`config.mk`:
```
export PLATFORM = sky130hd
export DESIGN_NAME = wbuf_top
export DESIGN_NICKNAME = d
export VERILOG_FILES = /design/src/rtl/wbuf_pkg.sv /design/src/rtl/wbuf_store.sv /design/src/rtl/wbuf_lookup.sv /design/src/rtl/wbuf_inval.sv /design/src/rtl/wbuf_top.sv
export SDC_FILE = /design/constraint.sdc
export NUM_CORES = 1
export LEC_CHECK = 0
export BUFFER_PORTS_ARGS = -buffer_cell sky130_fd_sc_hd__clkbuf_2
export CAP_MARGIN = 20
export CORE_ASPECT_RATIO = 0.6
export CORE_MARGIN = 5
export CORE_UTILIZATION = 55
export CTS_BUF_LIST = sky130_fd_sc_hd__clkbuf_16
export DETAILED_ROUTE_END_ITERATION = 8
export GPL_TIMING_DRIVEN = 0
export PLACE_DENSITY = 0.76
export REMOVE_ABC_BUFFERS = 1
export SYNTH_ARGS = -nofsm -noshare
export SYNTH_HDL_FRONTEND = slang
export SYNTH_HIERARCHICAL = 1
export SYNTH_SLANG_ARGS = --single-unit
```
`constraint.sdc`:
```
create_clock -name clk -period 6.9 [get_ports clk]
set_input_delay 1.38 -clock clk [delete_from_list [all_inputs] [get_ports clk]]
set_output_delay 1.38 -clock clk [all_outputs]
set_load 0.02 [all_outputs]
```
`src/rtl/wbuf_pkg.sv`:
```
package wbuf_pkg;
  localparam int WB_ADDR_W = 30;
  localparam int WB_DATA_W = 32;
  localparam int WB_BE_W   = WB_DATA_W / 8;

  typedef struct packed {
    logic [WB_ADDR_W-1:0] addr;
    logic [WB_DATA_W-1:0] data;
    logic [WB_BE_W-1:0]   be;
  } wb_entry_t;
endpackage

```
`src/rtl/wbuf_store.sv`:
```
// Circular entry storage with head/tail pointers and an occupancy count.
// DEPTH must be a power of two.
module wbuf_store
  import wbuf_pkg::*;
#(
  parameter int DEPTH = 4,
  localparam int PTR_W = $clog2(DEPTH),
  localparam int CNT_W = PTR_W + 1
) (
  input  logic                    clk,
  input  logic                    rst,
  input  logic                    push,
  input  wb_entry_t               push_ent,
  input  logic                    pop,
  output wb_entry_t [DEPTH-1:0]   slots,
  output logic [PTR_W-1:0]        head,
  output logic [CNT_W-1:0]        occ,
  output logic                    full,
  output logic                    empty
);
  wb_entry_t [DEPTH-1:0] mem_q;
  logic [PTR_W-1:0]      wr_q;
  logic [PTR_W-1:0]      rd_q;
  logic [CNT_W-1:0]      occ_q;

  // payload storage: no reset, written at the tail only
  always_ff @(posedge clk) begin
    if (push) mem_q[wr_q] <= push_ent;
  end

  always_ff @(posedge clk) begin
    if (rst) begin
      wr_q  <= '0;
      rd_q  <= '0;
      occ_q <= '0;
    end else begin
      if (push) wr_q <= wr_q + 1'b1;
      if (pop)  rd_q <= rd_q + 1'b1;
      case ({push, pop})
        2'b10:   occ_q <= occ_q + 1'b1;
        2'b01:   occ_q <= occ_q - 1'b1;
        default: occ_q <= occ_q;
      endcase
    end
  end

  assign slots = mem_q;
  assign head  = rd_q;
  assign occ   = occ_q;
  assign full  = (occ_q == CNT_W'(DEPTH));
  assign empty = (occ_q == '0);
endmodule

```
`src/rtl/wbuf_lookup.sv`:
```
// Associative search of the pending entries; overlays matching bytes
// oldest to youngest on the memory word and registers the answer.
module wbuf_lookup
  import wbuf_pkg::*;
#(
  parameter int DEPTH = 4,
  localparam int PTR_W = $clog2(DEPTH),
  localparam int CNT_W = PTR_W + 1
) (
  input  logic                   clk,
  input  logic                   rst,
  input  logic                   req,
  input  logic [WB_ADDR_W-1:0]   req_addr,
  input  logic [WB_DATA_W-1:0]   mem_word,
  input  wb_entry_t [DEPTH-1:0]  slots,
  input  logic [PTR_W-1:0]       head,
  input  logic [CNT_W-1:0]       occ,
  output logic                   rsp_valid,
  output logic                   rsp_hit,
  output logic [WB_DATA_W-1:0]   rsp_data
);
  logic [WB_DATA_W-1:0] merged;
  logic                 any_hit;
  logic [PTR_W-1:0]     idx;

  always_comb begin
    merged  = mem_word;
    any_hit = 1'b0;
    idx     = head;
    for (int k = 0; k < DEPTH; k++) begin
      idx = head + PTR_W'(k);
      if ((CNT_W'(k) < occ) && (slots[idx].addr == req_addr)) begin
        any_hit = 1'b1;
        for (int b = 0; b < WB_BE_W; b++) begin
          if (slots[idx].be[b]) merged[8*b +: 8] = slots[idx].data[8*b +: 8];
        end
      end
    end
  end

  always_ff @(posedge clk) begin
    if (rst) begin
      rsp_valid <= 1'b0;
      rsp_hit   <= 1'b0;
      rsp_data  <= '0;
    end else begin
      rsp_valid <= req;
      if (req) begin
        rsp_hit  <= any_hit;
        rsp_data <= merged;
      end
    end
  end
endmodule

```
`src/rtl/wbuf_inval.sv`:
```
// Registers a one-cycle invalidate for stores that missed in the cache.
module wbuf_inval
  import wbuf_pkg::*;
#(
  parameter int INDEX_W = 8
) (
  input  logic                 clk,
  input  logic                 rst,
  input  logic                 fire,
  input  logic [WB_ADDR_W-1:0] addr,
  output logic                 inv_valid,
  output logic [INDEX_W-1:0]   inv_index
);
  always_ff @(posedge clk) begin
    if (rst) begin
      inv_valid <= 1'b0;
      inv_index <= '0;
    end else begin
      inv_valid <= fire;
      if (fire) inv_index <= addr[INDEX_W-1:0];
    end
  end
endmodule

```
`src/rtl/wbuf_top.sv`:
```
module wbuf_top
  import wbuf_pkg::*;
#(
  parameter int DEPTH   = 4,
  parameter int INDEX_W = 8,
  localparam int PTR_W  = $clog2(DEPTH),
  localparam int CNT_W  = PTR_W + 1
) (
  input  logic                 clk,
  input  logic                 rst,
  input  logic                 st_valid,
  input  logic [WB_ADDR_W-1:0] st_addr,
  input  logic [WB_DATA_W-1:0] st_data,
  input  logic [WB_BE_W-1:0]   st_be,
  input  logic                 st_miss,
  output logic                 st_stall,
  output logic                 inv_valid,
  output logic [INDEX_W-1:0]   inv_index,
  output logic                 mem_valid,
  input  logic                 mem_ready,
  output logic [WB_ADDR_W-1:0] mem_addr,
  output logic [WB_DATA_W-1:0] mem_data,
  output logic [WB_BE_W-1:0]   mem_be,
  input  logic                 lk_valid,
  input  logic [WB_ADDR_W-1:0] lk_addr,
  input  logic [WB_DATA_W-1:0] lk_memdata,
  output logic                 lk_rvalid,
  output logic                 lk_hit,
  output logic [WB_DATA_W-1:0] lk_data
);
  wb_entry_t [DEPTH-1:0] slots;
  wb_entry_t             new_ent;
  logic [PTR_W-1:0]      head;
  logic [CNT_W-1:0]      occ;
  logic                  full;
  logic                  empty;
  logic                  pop;
  logic                  push;

  assign new_ent.addr = st_addr;
  assign new_ent.data = st_data;
  assign new_ent.be   = st_be;

  assign pop  = ~empty & mem_ready;
  assign push = st_valid & (~full | pop);

  wbuf_store #(.DEPTH(DEPTH)) u_store (
    .clk      (clk),
    .rst      (rst),
    .push     (push),
    .push_ent (new_ent),
    .pop      (pop),
    .slots    (slots),
    .head     (head),
    .occ      (occ),
    .full     (full),
    .empty    (empty)
  );

  wbuf_lookup #(.DEPTH(DEPTH)) u_lookup (
    .clk       (clk),
    .rst       (rst),
    .req       (lk_valid),
    .req_addr  (lk_addr),
    .mem_word  (lk_memdata),
    .slots     (slots),
    .head      (head),
    .occ       (occ),
    .rsp_valid (lk_rvalid),
    .rsp_hit   (lk_hit),
    .rsp_data  (lk_data)
  );

  wbuf_inval #(.INDEX_W(INDEX_W)) u_inval (
    .clk       (clk),
    .rst       (rst),
    .fire      (push & st_miss),
    .addr      (st_addr),
    .inv_valid (inv_valid),
    .inv_index (inv_index)
  );

  assign st_stall  = full;
  assign mem_valid = ~empty;
  assign mem_addr  = slots[head].addr;
  assign mem_data  = slots[head].data;
  assign mem_be    = slots[head].be;
endmodule

```
==> flow_metrics.py <==
metrics = {
    "sta": {
        "worst_pin_slew_ps": 1273,
        "fin_worst_skew_ps": 25.70,
        "post-route-min-period_ps": 6054,
        "finalCritPeriodShare_pct": 87.74,
        "rsz0062_at_grt": "false",
        "fin_tns_setup_ps": 0,
        "timing.hold.ws_ps": 502.9,
        "setup_violations": 0,
        "hold_violations": 0,
        "max_freq_ghz": 0.1652,
        "drv_slew": 0,
        "maxSlewHeadroom_pct": 12.93,
        "finalWorstSetupSlack_ps": 846.2,
    },
    "finish": {
        "multi_input_area_um2": 10560,
        "fill_cells": 2800,
        "ff_latch_area_um2": 8936,
        "final_cells": 2328,
        "utilization_pct": 62.69,
        "syn_to_final_growth_pct": 12.16,
        "num-nets-final": 1965,
        "drive_gt1_share_pct": 28.77,
    },
    "floorplanning": {
        "start_util_pct": 55.90,
        "dieArea_um2": 41080,
        "io_pins": 245,
        "die_w_um": 258.4,
        "core_um2": 36420,
        "num_rows": 54,
        "die_height_um": 159.0,
    },
    "logic_synthesis": {
        "synth_cells": 1668,
        "syn_area_um2": 20360,
        "avgSynthCellArea_um2": 12.20,
        "ys_warn_count": 6,
        "synth_edf_count": 264,
        "ys_seq_elements": 314,
        "async_flop_share_pct": 0,
        "seq_area_frac_synth_pct": 43.86,
        "synthFlopType": "edfxtp_1",
        "synth.distinct_cells": 71,
    },
    "grt": {
        "grt_max_degree": 97,
        "grt_pass1_vias": 14831,
        "grt_pass1_wl_um": 89220,
        "track_usage_pct": 27.73,
        "antenna_found_initial": 4,
        "grt-ovfl-total": 0,
    },
    "clock_tree": {
        "cts_root_buf": "clkbuf_16",
        "cts_tree": "built",
        "clk_pin_slew_worst_paths_ps": 70,
        "clk_latency_ps": 590,
        "post_cts_resized": 0,
        "clkSinkCount": 314,
        "clockBufferDepth": 3,
        "ctsHoldBuffers": 0,
        "cts_post_setup_buffers_inserted": 0,
        "h-tree-depth": 1,
        "cts_buffers": 31,
    },
    "routing": {
        "drt_iter0_drc": 1691,
        "drt-total-wl_um": 59650,
        "via_count": 15385,
        "drtAntennaViolNets": 0,
        "vias_per_cell": 6.609,
        "wl_per_cell_um": 25.62,
        "drcViolationCount": 0,
        "firstDrtPassIters": 5,
    },
    "placed_design": {
        "dp_hpwl_um": 42040,
        "io_buffer_count": 244,
        "place_ws_ps": 1073,
        "dp.cells": 2268,
        "place_congestion": 1.017,
    },
    "critical_path": {
        "r2r_end": "u_lookup/rsp_data[16]",
        "r2r_start": "u_store/head[1]",
        "start_kind": "register",
        "r2r.worst_path.cells": 14,
        "cp.required_ps": 7400,
        "arrival_ps": 6550,
        "cp_max_fo": 65,
        "reg2reg_slack_ps": 850,
        "endpoint_kind": "register",
        "path_class": "reg -> reg",
    },
    "power_and_ir_drop": {
        "peakVddDrop_v": 0.0002494,
        "p_leak_nw": 7.390,
        "powerDensity_nw_per_um2": 321.2,
    },
    "hold_path": {
        "worstHoldPathCells": 2,
        "hold_end": "u_inval/inv_index[7]",
        "hold_start": "u_inval/inv_index[7]",
        "hold_class": "reg -> reg",
    },
    "run_status": {
        "status": "complete, no violations",
    },
    "job": {
        "drv_cap": 0,
    },
}
-- layout make-up --
type	count	share of cell area, %
sequential	314	39.14
timing repair buffer	260	7.190
clock inverter	26	1.145
multi-input combinational	1206	46.27
antenna	3	0.03288
inverter	12	0.2192
tap	476	2.609
clock buffer	31	3.398
-- metrics by stage --
step / cell area [µm²] / total power [W]
after floorplan: 19530 / 0.005073
after global placement: 21340 / 0.005716
after detailed placement: 21790 / 0.005539
after CTS: 22820 / 0.007302
after global routing: 22830 / 0.007648
final: 22830 / 0.007334
-- how the worst max path moves through the flow --
stage	endpoint	slack, ps	from
2_1_floorplan	u_lookup/rsp_data[10]	-7400	u_store/head[0]
3_3_place_gp	u_lookup/rsp_data[1]	-14310	u_store/head[0]
3_5_place_dp	u_lookup/rsp_data[16]	1070	u_store/head[1]
4_1_cts	u_lookup/rsp_data[16]	1020	u_store/head[1]
5_1_grt	u_lookup/rsp_data[16]	610	u_store/head[1]
6_report	u_lookup/rsp_data[16]	850	u_store/head[1]
-- state kept, by name (all words and copies together), names as in the netlist --
signal              count
u_lookup/rsp_hit        1
u_store/slots         264
u_store/wr_q            2
u_lookup/rsp_valid      1
u_store/occ             3
u_store/head            2
u_lookup/rsp_data      32
u_inval/inv_valid       1
u_inval/inv_index       8
-- synthesized netlist by cell type, types with 5 or more instances --
cell type,number,area share [%]
edfxtp_1,264,39
mux2i_1,250,12
nand2_1,120,2.2
mux2_2,109,6.0
xnor2_1,96,4.1
o21ai_0,83,2.0
mux4_2,79,8.7
nor2_1,76,1.4
o211ai_1,65,2.4
clkbuf_1,62,1.1
a21oi_1,57,1.4
dfxtp_1,50,4.9
nor3_1,43,1.1
a22oi_1,35,1.3
a31oi_1,33,1.0
xor2_1,24,1.0
buf_2,21,0.52
buf_6,17,0.94
buf_1,16,0.30
nor4_1,15,0.46
inv_1,11,0.20
buf_4,10,0.37
and2_1,7,0.22
buf_12,7,0.69
o2111ai_1,7,0.30
nand4_1,6,0.18
a211oi_1,5,0.18
ha_1,5,0.31
nand3_1,5,0.12
nor4_4,5,0.52
o21a_1,5,0.18
o22ai_1,5,0.15
-- worst max-delay path, stage by stage, from the launching register on --
cell and delay [ps]:
dfxtp_4 650, buf_16 390, buf_12 320, buf_16 340, buf_12 290, buf_16 300
mux4_1 650, xor2_1 250, nor4_1 250, and4_1 250, o2111ai_1 530, or2_2 910
nor3_1 370, mux2i_1 120, a31oi_1 210
-- metal layers --
metal | routed length, µm | global-route usage [%] | up-vias
li1 | - | - | 6819
met1 | 25070 | 40.36 | 7577
met2 | 25330 | 40.40 | 875
met3 | 7400 | 8.845 | 112
met4 | 1832 | 7.575 | 2
met5 | 12 | 0 | -
-- cells in the final DEF, fill, tap and decap left out, types with 6 or more instances in the layout --
cell,count
edfxtp_1,264
mux2i_1,250
clkbuf_2,243
nand2_1,120
mux2_2,109
xnor2_1,96
o21ai_0,83
mux4_2,79
nor2_1,76
o211ai_1,65
a21oi_1,57
dfxtp_1,48
nor3_1,43
a22oi_1,35
a31oi_1,33
clkbuf_16,31
xor2_1,24
inv_1,15
nor4_1,15
buf_16,13
o2111ai_1,7
clkinv_1,6
nand4_1,6
-- power breakdown --
group,leakage (nW),internal (W),switching [W]
Combinational,4.04,0.00122,0.00193
Sequential,2.84,0.00226,0.000173
Clock,0.516,0.00100,0.000748
Total,7.39,0.00448,0.00285
-- cells by family (layout without fill, tap and decap cells) --
kind of cell / count (synthesis) / count (layout) / synth area share [%]
multiplexers: 446 / 446 / 27.88
AO/OA/AOI/OAI: 326 / 326 / 10.49
flip-flops: 314 / 314 / 43.86
AND/OR/NAND/NOR: 308 / 308 / 7.905
buffers and inverters: 148 / 329 / 4.296
XOR/XNOR: 120 / 120 / 5.163
adder cells (fa/ha/maj): 6 / 6 / 0.4057
other: 0 / 3 / 0
Note: power is estimated with default switching activity, not from simulation.
